==> config.mk <==
export PLATFORM = sky130hd
export DESIGN_NAME = xpt_ctrl
export DESIGN_NICKNAME = d
export VERILOG_FILES = /design/src/rtl/xpt_pkg.sv /design/src/rtl/xpt_tap.sv /design/src/rtl/xpt_scan.sv /design/src/rtl/xpt_matrix.sv /design/src/rtl/xpt_ctrl.sv
export SDC_FILE = /design/constraint.sdc
export NUM_CORES = 1
export LEC_CHECK = 0
export CAP_MARGIN = 40
export CELL_PAD_IN_SITES_DETAIL_PLACEMENT = 1
export CELL_PAD_IN_SITES_GLOBAL_PLACEMENT = 2
export CORE_AREA = 2 2 118 132
export CTS_BUF_LIST = sky130_fd_sc_hd__clkbuf_2
export DETAILED_ROUTE_END_ITERATION = 8
export DIE_AREA = 0 0 120 134
export DONT_BUFFER_PORTS = 1
export GPL_TIMING_DRIVEN = 1
export HOLD_SLACK_MARGIN = 0.1
export PLACE_DENSITY = 0.76
export SYNTH_ARGS = -nofsm -noshare
export SYNTH_HDL_FRONTEND = slang
export SYNTH_SLANG_ARGS = --single-unit
==> constraint.sdc <==
create_clock -name tck -period 2.08 [get_ports tck]
set_input_delay 0.416 -clock tck [delete_from_list [all_inputs] [get_ports tck]]
set_output_delay 0.416 -clock tck [all_outputs]
set_load 0.05 [all_outputs]
==> src/rtl/xpt_pkg.sv <==
package xpt_pkg;
  localparam int ADR_W = 7;
  localparam int OP_W  = 3;
  localparam int IR_W  = OP_W + ADR_W;
  localparam int ID_W  = 32;

  typedef enum logic [3:0] {
    TS_RESET, TS_IDLE,
    TS_SEL_DR, TS_CAP_DR, TS_SHIFT_DR, TS_EXIT1_DR, TS_PAUSE_DR, TS_EXIT2_DR, TS_UPD_DR,
    TS_SEL_IR, TS_CAP_IR, TS_SHIFT_IR, TS_EXIT1_IR, TS_PAUSE_IR, TS_EXIT2_IR, TS_UPD_IR
  } tap_st_t;

  typedef enum logic [OP_W-1:0] {
    OP_PASS    = 3'd0,
    OP_LOAD_IN = 3'd1,
    OP_LINK    = 3'd2,
    OP_CLEAR   = 3'd3,
    OP_IDENT   = 3'd4,
    OP_MODE    = 3'd5,
    OP_RSV6    = 3'd6,
    OP_RSV7    = 3'd7
  } op_t;

  typedef struct packed {
    op_t              op;
    logic [ADR_W-1:0] adr;
  } instr_t;
endpackage

==> src/rtl/xpt_tap.sv <==
module xpt_tap
  import xpt_pkg::*;
(
  input  logic    clk,
  input  logic    rst,
  input  logic    tms,
  output tap_st_t st
);
  tap_st_t nx;

  always_comb begin
    case (st)
      TS_RESET:    nx = tms ? TS_RESET    : TS_IDLE;
      TS_IDLE:     nx = tms ? TS_SEL_DR   : TS_IDLE;
      TS_SEL_DR:   nx = tms ? TS_SEL_IR   : TS_CAP_DR;
      TS_CAP_DR:   nx = tms ? TS_EXIT1_DR : TS_SHIFT_DR;
      TS_SHIFT_DR: nx = tms ? TS_EXIT1_DR : TS_SHIFT_DR;
      TS_EXIT1_DR: nx = tms ? TS_UPD_DR   : TS_PAUSE_DR;
      TS_PAUSE_DR: nx = tms ? TS_EXIT2_DR : TS_PAUSE_DR;
      TS_EXIT2_DR: nx = tms ? TS_UPD_DR   : TS_SHIFT_DR;
      TS_UPD_DR:   nx = tms ? TS_SEL_DR   : TS_IDLE;
      TS_SEL_IR:   nx = tms ? TS_RESET    : TS_CAP_IR;
      TS_CAP_IR:   nx = tms ? TS_EXIT1_IR : TS_SHIFT_IR;
      TS_SHIFT_IR: nx = tms ? TS_EXIT1_IR : TS_SHIFT_IR;
      TS_EXIT1_IR: nx = tms ? TS_UPD_IR   : TS_PAUSE_IR;
      TS_PAUSE_IR: nx = tms ? TS_EXIT2_IR : TS_PAUSE_IR;
      TS_EXIT2_IR: nx = tms ? TS_UPD_IR   : TS_SHIFT_IR;
      TS_UPD_IR:   nx = tms ? TS_SEL_DR   : TS_IDLE;
      default:     nx = TS_RESET;
    endcase
  end

  always_ff @(posedge clk) begin
    if (rst) st <= TS_RESET;
    else     st <= nx;
  end


  five_ones_chk: assert property (@(posedge clk) disable iff (rst)
    tms && $past(tms) && $past(tms, 2) && $past(tms, 3) && $past(tms, 4) |=> st == TS_RESET);
endmodule

==> src/rtl/xpt_scan.sv <==
module xpt_scan
  import xpt_pkg::*;
#(
  parameter logic [ID_W-1:0] ID_VAL = 32'h0C35_A0E1
) (
  input  logic    clk,
  input  logic    rst,
  input  tap_st_t st,
  input  logic    tdi,
  output logic    tdo,
  output logic    upd,
  output instr_t  cmd
);
  logic [IR_W-1:0] ir_sh;
  op_t             act_op;
  logic            byp_q;
  logic [ID_W-1:0] id_sh;
  logic            use_id;

  assign use_id = (act_op == OP_IDENT) || (act_op == OP_CLEAR);
  assign upd    = (st == TS_UPD_IR);
  assign cmd    = instr_t'(ir_sh);

  always_ff @(posedge clk) begin
    if (rst) begin
      ir_sh  <= '0;
      act_op <= OP_PASS;
      byp_q  <= 1'b0;
      id_sh  <= '0;
    end else begin
      case (st)
        TS_RESET:    act_op <= OP_PASS;
        TS_CAP_IR:   ir_sh  <= IR_W'(1);
        TS_SHIFT_IR: ir_sh  <= {tdi, ir_sh[IR_W-1:1]};
        TS_UPD_IR:   act_op <= cmd.op;
        TS_CAP_DR: begin
          byp_q <= 1'b0;
          id_sh <= ID_VAL;
        end
        TS_SHIFT_DR: begin
          byp_q <= tdi;
          id_sh <= {tdi, id_sh[ID_W-1:1]};
        end
        default: ;
      endcase
    end
  end

  always_ff @(negedge clk) begin
    if (rst) tdo <= 1'b0;
    else begin
      case (st)
        TS_SHIFT_IR: tdo <= ir_sh[0];
        TS_SHIFT_DR: tdo <= use_id ? id_sh[0] : byp_q;
        default:     tdo <= 1'b0;
      endcase
    end
  end


  tdo_quiet_chk: assert property (@(posedge clk) disable iff (rst)
    !(st inside {TS_SHIFT_IR, TS_SHIFT_DR}) |-> tdo == 1'b0);
endmodule

==> src/rtl/xpt_matrix.sv <==
module xpt_matrix
  import xpt_pkg::*;
#(
  parameter int N_PORTS = 8,
  parameter int DAT_W   = 4
) (
  input  logic                     clk,
  input  logic                     rst,
  input  logic                     upd,
  input  instr_t                   cmd,
  input  logic [N_PORTS*DAT_W-1:0] din,
  output logic [N_PORTS*DAT_W-1:0] dout,
  output logic                     mode_bit
);
  localparam int SEL_W = (N_PORTS > 1) ? $clog2(N_PORTS) : 1;
  localparam logic [ADR_W:0] N_LIM = (ADR_W+1)'(N_PORTS);

  logic [SEL_W-1:0] sel_q [N_PORTS];
  logic [N_PORTS-1:0] vld_q;
  logic [ADR_W-1:0] in_adr_q;
  logic             mode_q;
  logic [DAT_W-1:0] din_a  [N_PORTS];
  logic [DAT_W-1:0] dout_a [N_PORTS];
  logic             link_hit, src_ok;

  assign link_hit = upd && (cmd.op == OP_LINK) && ({1'b0, cmd.adr} < N_LIM);
  assign src_ok   = {1'b0, in_adr_q} < N_LIM;
  assign mode_bit = mode_q;

  // Source index table: one write per cycle, no reset.
  always_ff @(posedge clk) begin
    if (link_hit && src_ok) sel_q[cmd.adr[SEL_W-1:0]] <= in_adr_q[SEL_W-1:0];
  end

  always_ff @(posedge clk) begin
    if (rst) begin
      vld_q    <= '0;
      in_adr_q <= '0;
      mode_q   <= 1'b0;
    end else if (upd) begin
      case (cmd.op)
        OP_LOAD_IN: in_adr_q <= cmd.adr;
        OP_LINK:    if (link_hit) vld_q[cmd.adr[SEL_W-1:0]] <= src_ok;
        OP_CLEAR:   vld_q    <= '0;
        OP_MODE:    mode_q   <= cmd.adr[0];
        default: ;
      endcase
    end
  end

  for (genvar o = 0; o < N_PORTS; o++) begin : g_lane
    assign din_a[o] = din[o*DAT_W +: DAT_W];
    assign dout[o*DAT_W +: DAT_W] = dout_a[o];

    always_ff @(posedge clk) begin
      if (rst)           dout_a[o] <= '0;
      else if (vld_q[o]) dout_a[o] <= din_a[sel_q[o]];
      else               dout_a[o] <= '0;
    end


    dark_lane_chk: assert property (@(posedge clk) disable iff (rst)
      !vld_q[o] |=> dout_a[o] == '0);
  end


  load_src_chk: assert property (@(posedge clk) disable iff (rst)
    upd && cmd.op == OP_LOAD_IN |=> in_adr_q == $past(cmd.adr));


  link_made_chk: assert property (@(posedge clk) disable iff (rst)
    link_hit && src_ok |=> vld_q[$past(cmd.adr[SEL_W-1:0])]
      && sel_q[$past(cmd.adr[SEL_W-1:0])] == $past(in_adr_q[SEL_W-1:0]));


  far_out_chk: assert property (@(posedge clk) disable iff (rst)
    upd && cmd.op == OP_LINK && ({1'b0, cmd.adr} >= N_LIM) |=> $stable(vld_q));


  clear_all_chk: assert property (@(posedge clk) disable iff (rst)
    upd && cmd.op == OP_CLEAR |=> vld_q == '0);


  mode_wr_chk: assert property (@(posedge clk) disable iff (rst)
    upd && cmd.op == OP_MODE |=> mode_q == $past(cmd.adr[0]));


  pass_quiet_chk: assert property (@(posedge clk) disable iff (rst)
    upd && cmd.op inside {OP_PASS, OP_RSV6, OP_RSV7} |=>
      $stable(vld_q) && $stable(in_adr_q) && $stable(mode_q));
endmodule

==> src/rtl/xpt_ctrl.sv <==
module xpt_ctrl
  import xpt_pkg::*;
#(
  parameter int              N_PORTS = 8,
  parameter int              DAT_W   = 4,
  parameter logic [ID_W-1:0] ID_VAL  = 32'h0C35_A0E1
) (
  input  logic                     tck,
  input  logic                     rst,
  input  logic                     tms,
  input  logic                     tdi,
  output logic                     tdo,
  input  logic [N_PORTS*DAT_W-1:0] din,
  output logic [N_PORTS*DAT_W-1:0] dout,
  output logic                     mode_bit
);
  tap_st_t st;
  logic    upd;
  instr_t  cmd;

  xpt_tap u_tap (
    .clk (tck),
    .rst (rst),
    .tms (tms),
    .st  (st)
  );

  xpt_scan #(.ID_VAL(ID_VAL)) u_scan (
    .clk (tck),
    .rst (rst),
    .st  (st),
    .tdi (tdi),
    .tdo (tdo),
    .upd (upd),
    .cmd (cmd)
  );

  xpt_matrix #(.N_PORTS(N_PORTS), .DAT_W(DAT_W)) u_mat (
    .clk      (tck),
    .rst      (rst),
    .upd      (upd),
    .cmd      (cmd),
    .din      (din),
    .dout     (dout),
    .mode_bit (mode_bit)
  );
endmodule

* Word level (Yosys, flattened, before mapping)
Memory sizes are Yosys's and may differ from the RTL's.
Cells that the tools add are included.
** Storage, ports and cells
- Memory bits (writable) :: 56
- Word-level logic and storage cells :: 201
- Output and inout port bits :: 34
- Bits of input ports :: 36
- Memories :: 2
- Register bits :: 67
** Memory list
- u_mat.dout_a :: depth 8, bits a word 4, rd ports 8, clocked after memory_dff 0, wr ports 8, RTL line xpt_matrix.sv:23 : logic [DAT_W-1:0] dout_a [N_PORTS];
- u_mat.sel_q :: depth 8, bits a word 3, rd ports 8, clocked after memory_dff 0, wr ports 1, RTL line xpt_matrix.sv:18 : logic [SEL_W-1:0] sel_q [N_PORTS];
** Operators by class
- Bitwise gates (word level) :: 24
- Muxes and demuxes :: 116
- Order comparisons :: 12
- Equality and inequality tests :: 22
- Reduce and logical (&&, ||, !) cells :: 16
** Operator list (count)
- $mux W4 :: 36
- $bmux W4 S3 :: 8
- $pmux W32 S2 :: 1
- $mux W1 :: 57
- $pmux W4 S12 :: 1
- $eq A4 B4 Y1 const B :: 8
- $ge A4 B4 Y1 const B :: 8
- $not A3 Y4 :: 8
- $pmux W10 S2 :: 1
- $eq A4 B3 Y1 const B :: 4
- $or A1 B1 Y1 :: 16
- $pmux W8 S2 :: 1
- $lt A7 B4 Y1 const B :: 2
- $eq A3 B2 Y1 const B :: 3
- $bwmux W8 :: 1
- $eq A4 B2 Y1 const B :: 2
- $mux W8 :: 1
- $reduce_bool A2 Y1 :: 4
- $eq A3 B3 Y1 const B :: 2
- $mux W2 :: 3
- $mux W3 :: 2
- $pmux W3 S2 :: 1
- $eq A4 B1 Y1 const B :: 1
- $logic_and A1 B1 Y1 :: 4
- other kinds (12) :: 15

* Logic depth before layout (Yosys ltp)
Gate-level depths: netlist of run 1.
- Word-level depth :: 7
- Gate-level depth with buffers :: 5
- Mapped depth without buffers :: 3

* Hierarchy
From an unflattened synthesis of run 1, not the netlist that was laid out.
** Second synthesis, totals
- Cell total of the unflattened synthesis :: 732
- Area, all modules :: 7044.3 um2
** Modules (own cells, without submodules)
- xpt_matrix :: area an instance 5052.3 um2, cells an instance 515, times used 1, sequential area each 2001.9 um2
- xpt_scan :: area an instance 1690.4 um2, cells an instance 179, times used 1, sequential area each 920.9 um2
- xpt_tap :: area an instance 301.5 um2, cells an instance 38, times used 1, sequential area each 80.1 um2

==> results of run 1 <==
## power by group
part	switching, uW	internal, uW	total, uW
Clock	915	575	1490
Sequential	91.6	2540	2630
Combinational	222	191	413
## stage by stage
stage / cells / total power [uW]
3_5_place_dp: 728 / 2930
5_1_grt: 815 / 4710
2_1_floorplan: 553 / 2910
6_report: 815 / 4530
3_3_place_gp: 728 / 2920
4_1_cts: 804 / 4580
## sequential cells by signal (all words and copies together), names as in the netlist
name            count
u_mat.dout_a       32
u_scan.id_sh       31
u_mat.sel_q        24
u_scan.cmd         10
u_mat.vld_q         8
u_mat.in_adr_q      7
u_tap.st            4
u_scan.act_op       3
u_mat.mode_bit      1
u_scan.byp_q        1
u_scan.tdo          1
## what timing repair did
| item | CTS | global route |
|---|---|---|
| endpoints found under the setup margin | 2 | 6 |
| buffers inserted | 1 | 9 |
| hold buffers | 43 | 0 |
| gates resized for setup | 3 | 3 |
| endpoints found under the hold margin | 76 | 0 |
## worst min-delay path by stage
stage,startpoint,end,slack [ns]
2_1_floorplan,u_scan.id_sh[16],u_scan.id_sh[16],0.43
3_3_place_gp,u_scan.id_sh[21],u_scan.id_sh[21],0.44
3_5_place_dp,u_scan.id_sh[17],u_scan.id_sh[17],0.45
4_1_cts,din[2],u_mat.dout_a[1][6],0.10
5_1_grt,din[2],u_mat.dout_a[0][14],0.12
6_report,din[2],u_mat.dout_a[1][6],0.18
## cells by family (layout without fill, tap and decap cells)
group / count (synthesis) / in the layout / share of synthesized area (%)
other cells: 1 / 34 / 0.0574
flops: 122 / 122 / 46.0
mux: 72 / 72 / 23.3
compound gates: 130 / 130 / 14.5
xor+xnor: 1 / 1 / 0.134
simple gates: 129 / 129 / 11.4
buf+inv: 67 / 131 / 4.50
## layer usage
metal / global-route usage, % / wire length [um]
met2: 45.5 / 10700
met4: 15.6 / 1170
met1: 27.5 / 7070
met5: 0 / 0
met3: 8.12 / 1520
## cell usage in the layout, fill, tap and decap left out, drive strengths merged, types with 3 or more instances in the layout
cell         netlist  routed
o32ai              7       7
mux2i              8       8
a22o              32      32
nor4               4       4
edfxtp            56      56
nor2b              4       4
conb               1      32
mux4              64      64
nand2b             5       5
a21oi             30      30
nand4             11      11
nor2              15      15
nand3b             3       3
inv               17      18
buf               23      40
and3               9       9
dfxtp             66      66
nand3             26      26
a31oi              4       4
clkinv             0       8
dlygate4sd3        0      42
o211ai             9       9
clkbuf            27      21
o22ai              9       9
a31o               4       4
nor4bb             3       3
nor3b              8       8
a221oi             5       5
nand2             27      27
o21ai             14      14
## area by class of cell
type	count	area (um^2)	share of cell area [%]
diodes	2	5.00	0.0653
flip-flops and latches	122	3010	39.2
repair buffers	82	757	9.88
clock inverters	12	128	1.67
clock buffers	21	105	1.37
inverters	16	60.1	0.784
well taps	196	245	3.20
multi-input cells	364	3360	43.8
==> results.yml, run 1 <==
status:
  status: "finished, violations left"
  violations: "negative setup slack"
critical_path:
  endpoint: "tdo"
  slowest_delay_ns: 0.36
  worstReg2RegEnd: "u_scan.tdo"
  reg2reg_from: "u_tap.st[1]"
  cp.depth: 1
  path_max_fanout: 1
  worstPathArrival_ns: 2.22
  crit_start: "u_scan.tdo"
  crit_family: "flip-flops"
  start_kind: "flop"
  cp_slowest_cell: "dfxtp_2"
  r2r_cells: 3
  crit_required_ns: 1.66
  endpoint_kind: "primary output"
  r2r_slack_ns: -0.20
  path_cells: "buf_12"
  path_buf_inv: 1
  path_class: "flop to primary output"
synthesis:
  synthCells: 522
  synth_common_cells: "dfxtp_1 (66), mux4_2 (64), edfxtp_1 (56)"
  synth-edff-count: 56
  ys_seq_area_share_pct: 46.0
  synth_top_area_share_pct: 25.8
  synth_ff_type: "dfxtp_1"
  netlist_top_cells_area: "edfxtp_1 (26%), mux4_2 (22%), dfxtp_1 (20%), a22o_1 (4.3%), a21oi_1 (2.2%)"
  synth_top_area_cell: "edfxtp_1"
  async_reset_ff_share_pct: 0
  yosysMostFrequentCell: "dfxtp_1"
  ys_types: 61
  ys_seq_elements: 122
  yosys_warnings: 0
  syn_area_um2: 6530
  syn_area_per_cell_um2: 12.5
cts:
  cts_tree: "done"
  cts_sinks: 122
  clock_path_buffers: 2
  insertion_delay_ns: 0.71
  path_clk_slew_ns: 0.15
  cts_buffers: 17
  cts_max_level: 4
  cts-root-buf: "clkbuf_2"
detailed_routing:
  routed_wl_mm: 20.5
  via_per_inst: 6.42
  postRouteAntennaNets: 0
  firstDrtPassIters: 5
  routedWlPerCell_um: 25.1
  vias: 5235
  drc_errors: 0
  drt_iter0_markers: 526
global_route:
  grt.total_usage_pct: 26.1
  grt_pass1_vias: 5459
  antenna_found_initial: 2
  grt_pass1_wl_mm: 31.5
  grt_overflow_total: 0
  grt_max_degree: 48
timing:
  finClkSkew_ns: 0.0296
  max_slew.worst_pin.slew_ns: 0.888
  hold_viol: 0
  setup_ws_ns: -0.551
  hold_slack_ns: 0.184
  slew_headroom_pct: 40.7
  setup_viol: 2
  final.setup.tns_ns: -0.753
  rsz0062_at_grt: "true"
  slew_violations: 0
placed_design:
  dp_hpwl_mm: 12.6
  place_area_um2: 6900
  post-place-ws_ns: -0.187
  gp_congestion: 0.815
  portBuffers: 0
power:
  p_per_area_nw_per_um2: 591
  p_leak_uw: 0.00267
  ir_drop_mv: 0.263
cells_and_area:
  utilization_pct: 51.9
  area_delta_synth_final_pct: 17.4
  layout-drive-gt1-share_pct: 24.6
  final_cell_area_um2: 7660
  nets: 640
  fillCellCount: 1557
floorplanning:
  io_pins: 70
  die_y_um: 134
  start_util_pct: 44.2
  die_area_um2: 16100
  design.core.area_um2: 14800
  rows: 47
  die_w_um: 120
min_path:
  hold_class: "primary input to flop"
  whs_path_depth: 2
job:
  max_cap_viol_count: 0
Note: power is estimated with default switching activity, not from simulation.
==> inputs of run 2 (changes only) <==
CORE_AREA = 2 2 125 139   (was 2 2 118 132)
DIE_AREA = 0 0 127 141   (was 0 0 120 134)
PLACE_DENSITY = 0.69   (was 0.76)
==> results.yml, run 2 (synthesized netlist as in run 1, its figures left out) <==
status:
  status: "finished, violations left"
  violations: "negative setup slack"
job:
  max_cap_viol_count: 0
detailed_routing:
  vias: 5272
  routedWlPerCell_um: 25.9
  routed_wl_mm: 21.9
  drc_errors: 0
  via_per_inst: 6.22
  firstDrtPassIters: 4
  postRouteAntennaNets: 0
  drt_iter0_markers: 580
cells_and_area:
  area_delta_synth_final_pct: 21.5
  nets: 661
  largest_reg_flops: 32
  fillCellCount: 1771
  utilization_pct: 47.7
  final_cells: 848
  layout-drive-gt1-share_pct: 24.1
  layout_common_cells: "mux4_2 (64), dlygate4sd3_1 (63), dfxtp_1 (63), edfxtp_1 (56), buf_4 (34)"
  final_common_cell: "mux4_2"
  largest-register: "u_mat.dout_a"
power:
  p_comb_share_pct: 9.5
  p_sw_share_pct: 27.0
  p_per_area_nw_per_um2: 594
  p_sw_uw: 1270
  power.share.clock_pct: 34.6
  ir_drop_mv: 0.305
  p_leak_uw: 0.00277
  internal-power_uw: 3440
  pwr-share-seq_pct: 55.8
timing:
  finClkSkew_ns: 0.0389
  hold_slack_ns: 0.162
  slew_headroom_pct: 48.2
  setup_viol: 2
  rsz0062_at_grt: "true"
  setup_ws_ns: -0.550
  slew_violations: 0
  hold_viol: 0
  max_slew.worst_pin.slew_ns: 0.776
floorplanning:
  die_y_um: 141
  die_area_um2: 17900
  die_w_um: 127
  start_util_pct: 39.2
  io_pins: 70
  design.core.area_um2: 16600
  rows: 50
cts:
  path_clk_slew_ns: 0.18
  clock_path_buffers: 2
  cts_tree: "done"
  cts-root-buf: "clkbuf_2"
  cts_buffers: 17
  cts_max_level: 4
  cts_sinks: 122
  insertion_delay_ns: 0.71
critical_path:
  worstReg2RegEnd: "u_scan.tdo"
  path_cells: "buf_12"
  r2r_cells: 3
  start_kind: "flop"
  cp.depth: 1
  reg2reg_from: "u_tap.st[1]"
  crit_start: "u_scan.tdo"
  endpoint_kind: "primary output"
  crit_family: "flip-flops"
  crit_required_ns: 1.66
  r2r_slack_ns: -0.25
  cp_slowest_cell: "dfxtp_2"
  endpoint: "tdo"
  path_buf_inv: 1
  path_max_fanout: 1
  worstPathArrival_ns: 2.21
  path_class: "flop to primary output"
  slowest_delay_ns: 0.35
global_route:
  grt_pass1_wl_mm: 30.8
  grt_max_degree: 47
  grt_pass1_vias: 5404
  grt_overflow_total: 0
  grt.total_usage_pct: 23.1
  antenna_found_initial: 2
min_path:
  whs_path_depth: 2
  hold_class: "primary input to flop"
placed_design:
  dp_hpwl_mm: 12.5
  portBuffers: 0
  dp.cells: 741
  gp_congestion: 0.808
==> run 2: worst min path at each step <==
stage | from | to
final | din[17] | u_mat.dout_a[1][5]
after CTS | din[11] | u_mat.dout_a[0][15]
after global routing | din[14] | u_mat.dout_a[1][10]
after floorplan | u_scan.id_sh[16] | u_scan.id_sh[16]
after global placement | u_scan.id_sh[16] | u_scan.id_sh[16]
after detailed placement | u_scan.id_sh[21] | u_scan.id_sh[21]
==> run 2: repair_timing <==
action	CTS	global route
endpoints found under the setup margin	2	13
pin swaps	0	0
endpoints found under the hold margin	72	7
gates resized for setup	3	8
hold buffers	48	17
setup buffers	0	9
==> run 2: final cells by class <==
type | count | area, um^2 | area share, %
Clock inverter | 13 | 150 | 1.89
Multi-Input combinational cell | 364 | 3380 | 42.6
Tap cell | 208 | 260 | 3.28
Timing Repair Buffer | 103 | 971 | 12.2
Inverter | 16 | 60.1 | 0.757
Sequential cell | 122 | 3010 | 37.9
Clock buffer | 20 | 100 | 1.26
Antenna cell | 2 | 5.00 | 0.0631
==> run 2: per-layer routing <==
layer	GRT usage, %	part of all wire, %
met4	14.1	4.5
met5	0	0
met1	24.7	36
met3	5.73	7.0
met2	41.1	52
==> run 2: per-stage QoR <==
| stage | power, uW | setup TNS [ns] | cell area [um^2] | worst slack (ns) |
|---|---|---|---|---|
| after CTS | 4700 | -0.882 | 7670 | -0.606 |
| after global placement | 2920 | -0.155 | 6920 | -0.155 |
| after global routing | 4890 | -0.989 | 7930 | -0.655 |
| final | 4710 | -0.801 | 7930 | -0.550 |
| after detailed placement | 2930 | -0.228 | 6920 | -0.228 |
| after floorplan | 2910 | -0.244 | 6660 | -0.244 |
==> run 2: power by group through the flow <==
stage,clock (uW),sequential [uW],combinational (uW)
after CTS,1680,2630,387
final,1630,2630,449
after global routing,1790,2640,470
after detailed placement,6.02,2680,243
after global placement,6.02,2680,236
after floorplan,6.02,2680,223
